==> src/rtl/mtrap_pkg.sv <==
// Shared constants and types for the machine-mode trap entry unit.
// Assumes a 32-bit hart; the CSR addresses are the standard machine ones.
package mtrap_pkg;

    localparam int XLEN   = 32;
    localparam int CODE_W = XLEN - 1;
    localparam int ADDR_W = 12;

    // privilege levels
    typedef enum logic [1:0] {
        PRIV_USER  = 2'd0,
        PRIV_SUPER = 2'd1,
        PRIV_RSVD  = 2'd2,
        PRIV_MACH  = 2'd3
    } priv_e;

    // CSR addresses decoded by the neighbouring core
    localparam logic [ADDR_W-1:0] A_STATUS = 12'h300;
    localparam logic [ADDR_W-1:0] A_ISA    = 12'h301;
    localparam logic [ADDR_W-1:0] A_VECTOR = 12'h305;
    localparam logic [ADDR_W-1:0] A_EPC    = 12'h341;
    localparam logic [ADDR_W-1:0] A_CAUSE  = 12'h342;
    localparam logic [ADDR_W-1:0] A_TVAL   = 12'h343;
    localparam logic [ADDR_W-1:0] A_IMPID  = 12'hF13;
    localparam logic [ADDR_W-1:0] A_HARTID = 12'hF14;

    // status field positions
    localparam int ST_IE_BIT   = 3;
    localparam int ST_PIE_BIT  = 7;
    localparam int ST_PP_LO    = 11;

    // vector mode encodings
    localparam logic [1:0] VEC_DIRECT   = 2'd0;
    localparam logic [1:0] VEC_VECTORED = 2'd1;

    // one accepted trap
    typedef struct packed {
        logic              irq;
        logic [CODE_W-1:0] code;
        logic [XLEN-1:0]   tval;
    } trap_req_t;

    // ISA word: 32-bit width field plus base-integer and multiply letters
    function automatic logic [XLEN-1:0] isa_word();
        logic [XLEN-1:0] w;
        w = '0;
        w[XLEN-1:XLEN-2] = 2'b01;
        w[8]  = 1'b1;
        w[12] = 1'b1;
        return w;
    endfunction

endpackage

==> src/rtl/mtrap_select.sv <==
// Trap selection: picks which pending request, if any, is accepted at an
// instruction boundary. Exceptions beat interrupts; interrupts need the
// global enable. Purely combinational; clk/rst_n only clock the checks.
module mtrap_select
    import mtrap_pkg::*;
(
    input  logic              clk,
    input  logic              rst_n,
    input  logic              step,
    input  logic              exc_valid,
    input  logic [CODE_W-1:0] exc_code,
    input  logic [XLEN-1:0]   exc_tval,
    input  logic              irq_valid,
    input  logic [CODE_W-1:0] irq_code,
    input  logic              irq_enable,
    output logic              take,
    output trap_req_t         req
);

    logic exc_go;
    logic irq_go;

    // qualify each source with the step strobe and, for interrupts, the enable
    always_comb begin
        exc_go = step && exc_valid;
        irq_go = step && irq_valid && irq_enable;
    end

    // priority mux: exception first, interrupt second
    always_comb begin
        take     = exc_go || irq_go;
        req      = '0;
        if (exc_go) begin
            req.irq  = 1'b0;
            req.code = exc_code;
            req.tval = exc_tval;
        end else if (irq_go) begin
            req.irq  = 1'b1;
            req.code = irq_code;
            req.tval = '0;
        end
    end

    p_no_trap_idle_r8: assert property (@(posedge clk) disable iff (!rst_n)
        !step |-> !take);
    p_irq_gated_r9: assert property (@(posedge clk) disable iff (!rst_n)
        (take && req.irq) |-> irq_enable);
    p_exc_first_r10: assert property (@(posedge clk) disable iff (!rst_n)
        (step && exc_valid) |-> (take && !req.irq && req.code == exc_code));

endmodule

==> src/rtl/mtrap_vector.sv <==
// Redirect computation: next PC and privilege level for this boundary.
// Assumes 4-byte instructions (STRIDE_LOG2 = 2) and a handler table that
// is entered only by interrupts in vectored mode.
module mtrap_vector
    import mtrap_pkg::*;
#(
    parameter int STRIDE_LOG2 = 2
) (
    input  logic            clk,
    input  logic            rst_n,
    input  logic            take,
    input  trap_req_t       req,
    input  logic [XLEN-1:0] vector,
    input  logic [XLEN-1:0] cur_pc,
    input  logic [1:0]      cur_mode,
    output logic [XLEN-1:0] next_pc,
    output logic [1:0]      next_mode
);

    localparam int INSN_BYTES = 1 << STRIDE_LOG2;

    logic [XLEN-1:0] base;
    logic [XLEN-1:0] slot_off;
    logic            use_table;

    // base address and table slot offset
    always_comb begin
        base      = {vector[XLEN-1:2], 2'b00};
        slot_off  = XLEN'(req.code) << STRIDE_LOG2;
        use_table = req.irq && (vector[1:0] == VEC_VECTORED);
    end

    // select sequential, direct or table target
    always_comb begin
        if (!take) begin
            next_pc   = cur_pc + XLEN'(INSN_BYTES);
            next_mode = cur_mode;
        end else begin
            next_pc   = use_table ? base + slot_off : base;
            next_mode = PRIV_MACH;
        end
    end

    p_mode_mach_r5: assert property (@(posedge clk) disable iff (!rst_n)
        take |-> next_mode == 2'd3);
    p_target_aligned_r6: assert property (@(posedge clk) disable iff (!rst_n)
        take |-> next_pc[1:0] == 2'b00);
    p_sequential_r5: assert property (@(posedge clk) disable iff (!rst_n)
        !take |-> (next_mode == cur_mode));

endmodule

==> src/rtl/mtrap_csr.sv <==
// Machine CSR storage for trap entry: status enable stack, vector,
// exception PC, cause and trap value, plus fixed identification reads.
// A trap in the same cycle as a CSR write wins on every register the
// trap updates. Reads are combinational on the address.
module mtrap_csr
    import mtrap_pkg::*;
#(
    parameter logic [XLEN-1:0] HART_ID = '0,
    parameter logic [XLEN-1:0] IMP_ID  = '0
) (
    input  logic              clk,
    input  logic              rst_n,
    input  logic              take,
    input  trap_req_t         req,
    input  logic [XLEN-1:0]   cur_pc,
    input  logic [1:0]        cur_mode,
    input  logic              wr_en,
    input  logic [ADDR_W-1:0] addr,
    input  logic [XLEN-1:0]   wdata,
    output logic [XLEN-1:0]   rdata,
    output logic              irq_enable,
    output logic [XLEN-1:0]   vector
);

    logic            st_ie;
    logic            st_pie;
    logic [1:0]      st_pp;
    logic [XLEN-1:0] epc_q;
    logic            cause_irq_q;
    logic [CODE_W-1:0] cause_code_q;
    logic [XLEN-1:0] tval_q;
    logic [XLEN-1:0] vector_q;
    logic [XLEN-1:0] status_view;

    logic wr_status;
    logic wr_vector;
    logic wr_epc;
    logic wr_cause;
    logic wr_tval;

    // write decode
    always_comb begin
        wr_status = wr_en && (addr == A_STATUS);
        wr_vector = wr_en && (addr == A_VECTOR);
        wr_epc    = wr_en && (addr == A_EPC);
        wr_cause  = wr_en && (addr == A_CAUSE);
        wr_tval   = wr_en && (addr == A_TVAL);
    end

    // status enable stack: trap push overrides software write
    always_ff @(posedge clk) begin
        if (!rst_n) begin
            st_ie  <= 1'b0;
            st_pie <= 1'b0;
            st_pp  <= 2'd0;
        end else if (take) begin
            st_pp  <= cur_mode;
            st_pie <= st_ie;
            st_ie  <= 1'b0;
        end else if (wr_status) begin
            st_ie  <= wdata[ST_IE_BIT];
            st_pie <= wdata[ST_PIE_BIT];
            st_pp  <= wdata[ST_PP_LO+1:ST_PP_LO];
        end
    end

    // trap record registers: exception PC, cause, trap value
    always_ff @(posedge clk) begin
        if (!rst_n) begin
            epc_q        <= '0;
            cause_irq_q  <= 1'b0;
            cause_code_q <= '0;
            tval_q       <= '0;
        end else if (take) begin
            epc_q        <= cur_pc;
            cause_irq_q  <= req.irq;
            cause_code_q <= req.code;
            tval_q       <= req.tval;
        end else begin
            if (wr_epc) begin
                epc_q <= wdata;
            end
            if (wr_cause) begin
                cause_irq_q  <= wdata[XLEN-1];
                cause_code_q <= wdata[CODE_W-1:0];
            end
            if (wr_tval) begin
                tval_q <= wdata;
            end
        end
    end

    // vector register: written only by software
    always_ff @(posedge clk) begin
        if (!rst_n) begin
            vector_q <= '0;
        end else if (wr_vector) begin
            vector_q <= wdata;
        end
    end

    // assemble the architectural status word
    always_comb begin
        status_view = '0;
        status_view[ST_IE_BIT]            = st_ie;
        status_view[ST_PIE_BIT]           = st_pie;
        status_view[ST_PP_LO+1:ST_PP_LO]  = st_pp;
    end

    // read mux
    always_comb begin
        unique case (addr)
            A_STATUS: rdata = status_view;
            A_ISA:    rdata = isa_word();
            A_VECTOR: rdata = vector_q;
            A_EPC:    rdata = epc_q;
            A_CAUSE:  rdata = {cause_irq_q, cause_code_q};
            A_TVAL:   rdata = tval_q;
            A_IMPID:  rdata = IMP_ID;
            A_HARTID: rdata = HART_ID;
            default:  rdata = '0;
        endcase
    end

    // exported state
    always_comb begin
        irq_enable = st_ie;
        vector     = vector_q;
    end

    p_epc_capture_r3: assert property (@(posedge clk) disable iff (!rst_n)
        take |=> epc_q == $past(cur_pc));
    p_cause_capture_r2: assert property (@(posedge clk) disable iff (!rst_n)
        take |=> {cause_irq_q, cause_code_q} == {$past(req.irq), $past(req.code)});
    p_ie_cleared_r4: assert property (@(posedge clk) disable iff (!rst_n)
        take |=> !st_ie);
    p_pie_saved_r4: assert property (@(posedge clk) disable iff (!rst_n)
        take |=> st_pie == $past(st_ie));
    p_pp_saved_r4: assert property (@(posedge clk) disable iff (!rst_n)
        take |=> st_pp == $past(cur_mode));
    p_quiet_hold_r8: assert property (@(posedge clk) disable iff (!rst_n)
        (!take && !wr_en) |=> $stable(epc_q) && $stable(tval_q) && $stable(st_ie));

endmodule

==> src/rtl/mtrap_entry.sv <==
// Top of the machine-mode trap entry unit. Wires trap selection, redirect
// computation and the machine CSR storage. The core presents one
// instruction boundary per step_i pulse and follows next_pc_o/next_mode_o.
module mtrap_entry
    import mtrap_pkg::*;
#(
    parameter int          STRIDE_LOG2 = 2,
    parameter logic [31:0] HART_ID     = 32'd0,
    parameter logic [31:0] IMP_ID      = 32'd0
) (
    input  logic        clk,
    input  logic        rst_n,
    input  logic        step_i,
    input  logic [31:0] cur_pc_i,
    input  logic [1:0]  cur_mode_i,
    input  logic        exc_valid_i,
    input  logic [30:0] exc_code_i,
    input  logic [31:0] exc_tval_i,
    input  logic        irq_valid_i,
    input  logic [30:0] irq_code_i,
    input  logic        csr_we_i,
    input  logic [11:0] csr_addr_i,
    input  logic [31:0] csr_wdata_i,
    output logic [31:0] csr_rdata_o,
    output logic        trap_taken_o,
    output logic [31:0] next_pc_o,
    output logic [1:0]  next_mode_o
);

    logic            take;
    trap_req_t       req;
    logic            irq_enable;
    logic [XLEN-1:0] vector;

    mtrap_select u_select (
        .clk        (clk),
        .rst_n      (rst_n),
        .step       (step_i),
        .exc_valid  (exc_valid_i),
        .exc_code   (exc_code_i),
        .exc_tval   (exc_tval_i),
        .irq_valid  (irq_valid_i),
        .irq_code   (irq_code_i),
        .irq_enable (irq_enable),
        .take       (take),
        .req        (req)
    );

    mtrap_vector #(
        .STRIDE_LOG2 (STRIDE_LOG2)
    ) u_vector (
        .clk       (clk),
        .rst_n     (rst_n),
        .take      (take),
        .req       (req),
        .vector    (vector),
        .cur_pc    (cur_pc_i),
        .cur_mode  (cur_mode_i),
        .next_pc   (next_pc_o),
        .next_mode (next_mode_o)
    );

    mtrap_csr #(
        .HART_ID (HART_ID),
        .IMP_ID  (IMP_ID)
    ) u_csr (
        .clk        (clk),
        .rst_n      (rst_n),
        .take       (take),
        .req        (req),
        .cur_pc     (cur_pc_i),
        .cur_mode   (cur_mode_i),
        .wr_en      (csr_we_i),
        .addr       (csr_addr_i),
        .wdata      (csr_wdata_i),
        .rdata      (csr_rdata_o),
        .irq_enable (irq_enable),
        .vector     (vector)
    );

    // drive the trap strobe out
    always_comb trap_taken_o = take;

    p_taken_needs_step_r8: assert property (@(posedge clk) disable iff (!rst_n)
        trap_taken_o |-> step_i);
    p_masked_irq_r9: assert property (@(posedge clk) disable iff (!rst_n)
        (step_i && irq_valid_i && !exc_valid_i && !irq_enable) |-> !trap_taken_o);

endmodule

==> config.mk <==
export PLATFORM = sky130hd
export DESIGN_NAME = mtrap_entry
export DESIGN_NICKNAME = d
export VERILOG_FILES = /design/src/rtl/mtrap_pkg.sv /design/src/rtl/mtrap_select.sv /design/src/rtl/mtrap_vector.sv /design/src/rtl/mtrap_csr.sv /design/src/rtl/mtrap_entry.sv
export SDC_FILE = /design/constraint.sdc
export NUM_CORES = 1
export LEC_CHECK = 0
export BUFFER_PORTS_ARGS = -buffer_cell sky130_fd_sc_hd__buf_2
export CAP_MARGIN = 20
export CELL_PAD_IN_SITES_DETAIL_PLACEMENT = 1
export CELL_PAD_IN_SITES_GLOBAL_PLACEMENT = 1
export CORE_MARGIN = 3
export CORE_UTILIZATION = 30
export CTS_CLUSTER_SIZE = 10
export DETAILED_ROUTE_END_ITERATION = 12
export GPL_ROUTABILITY_DRIVEN = 0
export GPL_TIMING_DRIVEN = 0
export PLACE_DENSITY = 0.68
export SETUP_SLACK_MARGIN = 0.5
export SYNTH_ARGS = -nofsm -noshare
export SYNTH_HDL_FRONTEND = slang
export SYNTH_HIERARCHICAL = 1
export SYNTH_SLANG_ARGS = --single-unit
==> constraint.sdc <==
create_clock -name clk -period 4.38 [get_ports clk]
set_input_delay 0.438 -clock clk [delete_from_list [all_inputs] [get_ports clk]]
set_output_delay 0.438 -clock clk [all_outputs]
set_load 0.005 [all_outputs]
* Word level (Yosys, flattened, before mapping)
Index checks and enable logic that the tools add are counted.
Cells by class: add/subtract/negate cells 2, equal/unequal tests 7, multiplexer cells 18, bitwise gates (word level) 1, reductions and logical operators 15
Operator list (number):
- 32-bit 2-to-1 mux | 6
- 32-bit one-hot mux with 6 select lines | 1
- 64-bit 2-to-1 mux | 2
- 12-bit by 10-bit equality test with 1-bit output, second input constant | 6
- 31-bit 2-to-1 mux | 2
- 32-bit by 3-bit adder with 32-bit output, second input constant | 1
- 32-bit adder | 1
- 1-bit logical AND | 9
- 2-bit nonzero test | 4
- 2-bit 2-to-1 mux | 3
- 1-bit 2-to-1 mux | 4
- 2-bit by 1-bit equality test with 1-bit output, second input constant | 1
- 2-bit OR reduction | 1
- 1-bit logical OR | 1
- 1-bit inverter | 1
Word-level totals: register bits 132, bits of input ports 178, output and inout bits 67, word-level logic and storage cells 51

* Longest topological paths before layout
Gate-level depths: netlist of the first run.
word-level depth 7, mapped depth 14, depth with buffers taken out 12

* Hierarchy
The synthesis of the first run kept the hierarchy.
Modules (own cells, without submodules):
- mtrap_csr | times used 1, cells an instance 852, area an instance 6869.1 um2, sequential area each 2642.5 um2
- mtrap_vector | times used 1, cells an instance 423, area an instance 2695.1 um2, sequential area each 0.0 um2
- mtrap_select | times used 1, cells an instance 153, area an instance 999.7 um2, sequential area each 0.0 um2

* Worst setup path before layout of the first run
Ideal clock, no wire load.
path type input to output, start in irq_valid_i, end out next_pc_o[30], arrival time 2848 ps, required time 3942 ps, slack 1094 ps, stages on the path 13, path buffers 2, cell sequence buf_2 -> buf_2 -> nand4b_1 -> a21boi_1 -> fa_1 -> a21oi_1 -> o22ai_1 -> o31ai_2 -> a2bb2oi_2 -> a31oi_1 -> a221oi_2 -> mux2i_1 -> nor2_1
RTL lines:
- start: declaration | RTL line mtrap_entry.sv:19 | input logic irq_valid_i,
- end: declaration | RTL line mtrap_entry.sv:26 | output logic [31:0] next_pc_o,

==> summary.md, run 1 <==
| Metric | Value |
|---|---|
| Setup CP Type | `reg2out` |
| Ys flop type | `dfxtp_1` |
| Critical path cell sequence | `buf_8 -> nand4b_1 -> a21boi_4 -> ha_4 -> fa_2 -> a21oi_4 -> o22ai_4 -> o31ai_4 -> buf_4 -> o21bai_1 -> a21oi_2 -> xnor2_1 -> nand2_1 -> a31oi_4 -> buf_2` |
| CP arrival | `3.49 ns` |
| Vias in the first global route | `12.8k` |
| Hold WC Path Type | `in2reg` |
| Outcome | `completed` |
| Initial antenna violation count | `5` |
| VDD IR-drop max | `264 uV` |
| Remaining Overflow, GRT | `0` |
| Worst Path Required | `3.94 ns` |
| WL/cell | `24.4 um` |
| Avg Synthesized Cell Area | `7.40 sq um` |
| Root buffer cell | `clkbuf_16` |
| Crit path launch type | `register` |
| Residual DRC | `0` |
| Critical path buffers and inverters | `3` |
| Final Setup Violations | `0` |
| CP Max Fanout | `6` |
| Tot GR Track Use | `0.269` |
| Final Max Tran Viols | `0` |
| YS warnings | `6` |
| Reg clk slew, reported paths | `0.06 ns` |
| Antenna Nets Post-Route | `0` |
| Synth unique cells | `73` |
| Setup crit end kind | `output port` |
| Die Area | `0.0375 sq mm` |
| Synthesized net count | `1,637` |
| Maxcap violations | `0` |
| Post-synth ARST share | `0` |
| Total wire length | `53,500 um` |
| Hold_buf cts | `0` |
| Avg Vias per Cell | `5.71` |
| P per Cell Area | `253 mW/mm^2` |
| Vias | `12.5k` |
| Fin. Hold Viols | `0` |
| Fill count | `4,304` |
| Top Ports | `245` |
| Sink Count | `132` |
| Fin Hold WS | `0.325 ns` |
| Number of H-tree levels | `4` |
| Post-synthesis cell count | `1,428` |
| Layout cell share with drive strength beyond 1 | `0.283` |
| CTS max path bufs | `2` |
| Most common cell after layout, fill and taps aside | `buf_2` |
| Fmax | `254 MHz` |
| 1st-iter DRT viols | `857` |
| Number of flops mapped to enable cells by yosys | `0` |
| Largest net degree at the start of global routing | `17` |
| Post-DP HPWL | `43,100 um` |
| Pre-antenna DRT Iters | `5` |
| Die width | `194 um` |
| Die H | `194 um` |
| CP max-delay cell | `fa_2` |
| Worst skew pair latency | `0.42 ns` |
| Cell family with most CP delay | `compound AO/OA/AOI/OAI gates` |
| CTS tree | `yes` |
| CORE AREA | `0.0346 sq mm` |
| Slew HR | `0.362` |
| Least-Margin Pin Slew | `0.949 ns` |
| Final worst path period share | `0.898` |
| Num CTS Buffers | `17` |
| Commonest cells after routing, fill and taps aside | `buf_2 (262), nor3_1 (167), nand2_1 (151), dfxtp_1 (131), o21ai_0 (130)` |
| RSZ-0062 raised after global routing | `true` |
| Number of synthesized register bits | `132` |
| Static Leakage | `5.36 nW` |
| Register area share after synthesis | `0.250` |
| TNS Setup | `0 ns` |
| Skew final | `0.00898 ns` |
| Cell Rows | `68` |
| First-pass GRT wire length | `78,200 um` |
| Max stage delay on crit path | `0.38 ns` |
| Starting Density | `0.305` |
| Port Buffers | `240` |
| Nets | `1,932` |
| Netlist Area Pre-Place | `0.0106 sq mm` |
| Minimum clock period | `3.93 ns` |
| P&R area growth vs syn | `32.3%` |
## power by group
group	switching (mW)	internal, mW
clock	0.575	0.976
combinational	0.416	0.274
sequential	0.0375	1.26
## registers in the layout, indices dropped and copies added, names as in the netlist
register,cells
u_csr/irq_enable,1
u_csr/st_pie,1
u_csr/st_pp,2
u_csr/epc_q,32
u_csr/cause_code_q,31
u_csr/cause_irq_q,1
u_csr/tval_q,32
u_csr/vector,32
## cells by family (layout without fill, tap and decap cells)
| logic type | after synthesis | count (layout) | share of synthesized area |
|---|---|---|---|
| multiplexers | 38 | 38 | 0.0396 |
| other | 0 | 2 | 0 |
| AND/OR/NAND/NOR | 641 | 641 | 0.323 |
| adder cells (fa/ha/maj) | 31 | 31 | 0.0374 |
| XOR/XNOR | 42 | 42 | 0.0348 |
| flip-flops | 132 | 132 | 0.250 |
| buffers and inverters | 149 | 457 | 0.0664 |
| AO/OA/AOI/OAI | 395 | 395 | 0.249 |
## path summary, 6_finish.rpt
check	start	to	slack, ns	depth (start not counted)
min reg2reg	u_csr/vector[29]	u_csr/vector[29]	0.53	2
max reg2reg	u_csr/irq_enable	u_csr/epc_q[12]	1.23	8
min	csr_wdata_i[21]	u_csr/vector[21]	0.32	3
max	u_csr/irq_enable	next_pc_o[14]	0.45	15
## repair_timing
item	4_1_cts	5_1_grt
gates cloned	0	0
setup endpoints to repair	23	20
buffers inserted	23	13
pin swaps	30	43
resized for setup	85	66
## synth_stat cells (all sizes together), types with 30 or more instances
cell type / n / area (sq um)
nor3: 171 / 866
nand2: 154 / 583
o21ai: 135 / 676
dfxtp: 132 / 2640
clkbuf: 93 / 360
nor2: 89 / 334
a21boi: 66 / 499
nor3b: 66 / 495
a211oi: 44 / 335
buf: 41 / 277
and3: 39 / 244
nand4b: 33 / 289
nand3: 32 / 160
a22oi: 31 / 233
ha: 30 / 375
mux2: 30 / 338
## tightest hold or removal path, stage by stage
cell and delay, ns:
buf_2 0.14, nand2_1 0.06, a21boi_1 0.05
## final cells by class
class                   instances  area (sq um)  area share
clock inverters                10           144      0.0103
multi-input cells            1147          7890       0.565
diodes                          2          5.00    0.000358
flip-flops and latches        132          2650       0.189
clock buffers                  22           494      0.0354
repair buffers                276          1470       0.105
well taps                     455           569      0.0407
inverters                      14          52.6     0.00376
plain buffers                 135           699      0.0501
## routing by layer
metal	part of all wire	global-route usage	routed length, um	vias to the layer above
met3	0.059	0.0429	3170	76
met4	0.028	0.0868	1490	6
met1	0.45	0.359	24200	6155
met5	0.00064	0	34	-
li1	-	-	-	5835
met2	0.46	0.445	24700	446
## stage by stage
| stage | cell area (sq um) | worst slack [ns] | cells | utilization | power, mW |
|---|---|---|---|---|---|
| after global routing | 14000 | 0.310 | 2192 | 0.403 | 3.66 |
| after global placement | 12300 | 0.0874 | 2123 | 0.356 | 1.94 |
| after floorplan | 10600 | 1.09 | 1428 | - | 1.64 |
| after detailed placement | 12300 | 0.0638 | 2123 | 0.356 | 1.96 |
| final | 14000 | 0.447 | 2193 | 0.403 | 3.54 |
| after CTS | 13500 | 0.483 | 2178 | 0.391 | 3.52 |
Power figures use the tool's default switching activity.
==> inputs of run 2 (changes only) <==
--- a/config.mk
+++ b/config.mk
@@ -13,10 +13,10 @@
 export CORE_UTILIZATION = 30
 export CTS_CLUSTER_SIZE = 10
 export DETAILED_ROUTE_END_ITERATION = 12
-export GPL_ROUTABILITY_DRIVEN = 0
+export GPL_ROUTABILITY_DRIVEN = 1
 export GPL_TIMING_DRIVEN = 0
 export PLACE_DENSITY = 0.68
-export SETUP_SLACK_MARGIN = 0.5
+export SETUP_SLACK_MARGIN = 0.3
 export SYNTH_ARGS = -nofsm -noshare
 export SYNTH_HDL_FRONTEND = slang
 export SYNTH_HIERARCHICAL = 1
==> summary.md, run 2 (synthesized netlist as in run 1, its figures left out) <==
| Metric | Value |
|---|---|
| Root buffer cell | `clkbuf_16` |
| Vias | `12.5k (-0.53%)` |
| Slew HR | `0.326 (-0.0361)` |
| Outcome | `completed` |
| CTS tree | `yes` |
| Skew final | `0.00739 ns (-0.00159 ns)` |
| Final worst path period share | `0.915 (+0.0170)` |
| Switching Fraction | `0.314 (+0.0231)` |
| First-pass GRT wire length | `78,200 um (about the same)` |
| GPL Wtd Cong | `0.920` |
| Nets | `1,928 (-0.21%)` |
| CP arrival | `3.57 ns (+0.08 ns)` |
| Post-DP HPWL | `42,900 um (-0.38%)` |
| Sink Count | `132 (unchanged)` |
| Logic gate share of total power | `0.206 (+0.011)` |
| Die width | `194 um (unchanged)` |
| Clock network power share | `0.403 (-0.036)` |
| Commonest cells after routing, fill and taps aside | `buf_2 (262), nor3_1 (168), nand2_1 (151), o21ai_0 (133), dfxtp_1 (131)` |
| Port Buffers | `240 (unchanged)` |
| VDD IR-drop max | `280 uV (+6.4%)` |
| Ant. Diodes | `0 (-2)` |
| Num CTS Buffers | `17 (unchanged)` |
| Starting Density | `0.305 (unchanged)` |
| Cell Int Power | `2.27 mW (-9.4%)` |
| Total Power | `3.31 mW (-6.4%)` |
| Fin Hold WS | `0.321 ns (-0.00321 ns)` |
| Vias in the first global route | `12.7k (-0.29%)` |
| Psw | `1.04 mW (+1.1%)` |
| Static Leakage | `5.29 nW (-1.3%)` |
| CP max-delay cell | `dfxtp_4` |
| Initial antenna violation count | `1 (-4)` |
| Fill count | `4,342 (+0.88%)` |
| Most common cell after layout, fill and taps aside | `buf_2` |
| Hold WC Path Type | `in2reg` |
| CORE AREA | `0.0346 sq mm (unchanged)` |
| Crit path launch type | `register` |
| Pre-antenna DRT Iters | `7 (+2)` |
| Reg clk slew, reported paths | `0.07 ns (about the same)` |
| # placed instances | `2,123 (unchanged)` |
| 1st-iter DRT viols | `929 (+8.4%)` |
| Final Setup Violations | `0 (unchanged)` |
| Number of H-tree levels | `4 (unchanged)` |
| P&R area growth vs syn | `29.0%` |
| Layout Utilization | `0.394 (-0.00990)` |
| Final Max Tran Viols | `0 (unchanged)` |
| Max stage delay on crit path | `0.37 ns (about the same)` |
| Worst Path Required | `3.94 ns (about the same)` |
| Flop pwr share | `0.391 (+0.025)` |
| Maxcap violations | `0 (unchanged)` |
| Worst skew pair latency | `0.42 ns (about the same)` |
| CP Max Fanout | `7 (+1)` |
| Tot GR Track Use | `0.268 (-0.000477)` |
| P per Cell Area | `243 mW/mm^2 (-4.0%)` |
| TNS Setup | `0 ns (unchanged)` |
| WL/cell | `24.2 um (-0.69%)` |
| Largest net degree at the start of global routing | `17 (unchanged)` |
| Setup CP Type | `reg2out` |
| Finished Layout Cells | `2,187 (-0.27%)` |
| Avg Vias per Cell | `5.69 (-0.25%)` |
| Least-Margin Pin Slew | `1.00 ns (+0.0537 ns)` |
| Critical path cell sequence | `buf_12 -> buf_8 -> nand4b_1 -> a21boi_2 -> ha_1 -> nand3_1 -> o32ai_2 -> nor3_1 -> a21o_4 -> a211oi_4 -> o211a_1 -> o2111ai_2 -> nor3b_4 -> buf_2` |
| Flop2flop setup slack | `1.10 ns (-0.13 ns)` |
| RSZ-0062 raised after global routing | `false` |
| Setup crit end kind | `output port` |
| Remaining Overflow, GRT | `0 (unchanged)` |
| Top Ports | `245 (unchanged)` |
| Fin. Hold Viols | `0 (unchanged)` |
| Die H | `194 um (unchanged)` |
| Antenna Nets Post-Route | `0 (unchanged)` |
| CTS max path bufs | `2 (unchanged)` |
| Minimum clock period | `4.01 ns (+0.0746 ns)` |
| Residual DRC | `0 (unchanged)` |
| Layout cell share with drive strength beyond 1 | `0.266 (-0.0172)` |
| Hold_buf cts | `0 (unchanged)` |
| Total wire length | `53,000 um (-0.96%)` |
| Die Area | `0.0375 sq mm (unchanged)` |
| Cell Rows | `68 (unchanged)` |
| Fmax | `250 MHz (-1.9%)` |
## run 2: cell count changes in the layout (fill, tap and decap cells not counted), moves of 4 or more
cell,delta
ha_2,+4
a31oi_1,+8
a21oi_1,+6
ha_4,-7
buf_4,-7
clkbuf_8,-4
a31oi_2,-6
clkinv_4,+4
## run 2: final cells by class
cell class              count  area [sq um]  share of cell area
multi-input cells        1147          7650               0.562
flip-flops and latches    132          2650               0.194
repair buffers            272          1460               0.107
plain buffers             135           698              0.0512
well taps                 455           569              0.0418
clock buffers              19           443              0.0325
clock inverters            13           101             0.00744
inverters                  14          52.6             0.00386
## run 2: worst paths after layout
check,from,to,cells after the start
worst max-delay path,u_csr/irq_enable,next_pc_o[29],14
worst min-delay path,csr_wdata_i[19],u_csr/vector[19],3
worst max register to register,u_csr/irq_enable,u_csr/epc_q[12],8
worst min register to register,u_csr/vector[26],u_csr/vector[26],2
## run 2: power groups by stage
| stage | Sequential [mW] | Combinational [mW] | Clock (mW) |
|---|---|---|---|
| after floorplan | 1.30 | 0.341 | 0 |
| after detailed placement | 1.32 | 0.642 | 0 |
| after global routing | 1.30 | 0.740 | 1.40 |
| after global placement | 1.32 | 0.632 | 0 |
| after CTS | 1.29 | 0.658 | 1.35 |
| final | 1.29 | 0.683 | 1.34 |
## run 2: critical path, delay by kind of cell (launching register included)
kind | cells | cell delay [ns]
AO/OA/AOI/OAI | 6 | 1.53
adder cells (fa/ha/maj) | 1 | 0.25
buffers and inverters | 3 | 0.40
flip-flops | 1 | 0.37
AND/OR/NAND/NOR | 4 | 0.58
## run 2: metrics by stage
stage | setup WS, ns | area (sq um)
after detailed placement | 0.0494 | 12300
after floorplan | 1.09 | 10600
after global routing | 0.228 | 13600
after global placement | 0.0742 | 12300
after CTS | 0.310 | 13200
final | 0.372 | 13600
## run 2: what timing repair did
action | in CTS | in global routing
cloned | 0 | 1
setup buffers | 9 | 22
gates resized for setup | 51 | 58
pin swaps | 12 | 35
endpoints found under the hold margin | 0 | 0
endpoints found under the setup margin | 22 | 18
## run 2: layer usage
metal | vias up | track usage | wire, um
li1 | 5832 | - | -
met2 | 462 | 0.439 | 24200
met3 | 70 | 0.0315 | 3080
met4 | 0 | 0.0814 | 1310
met5 | - | 0 | 0
met1 | 6088 | 0.371 | 24500
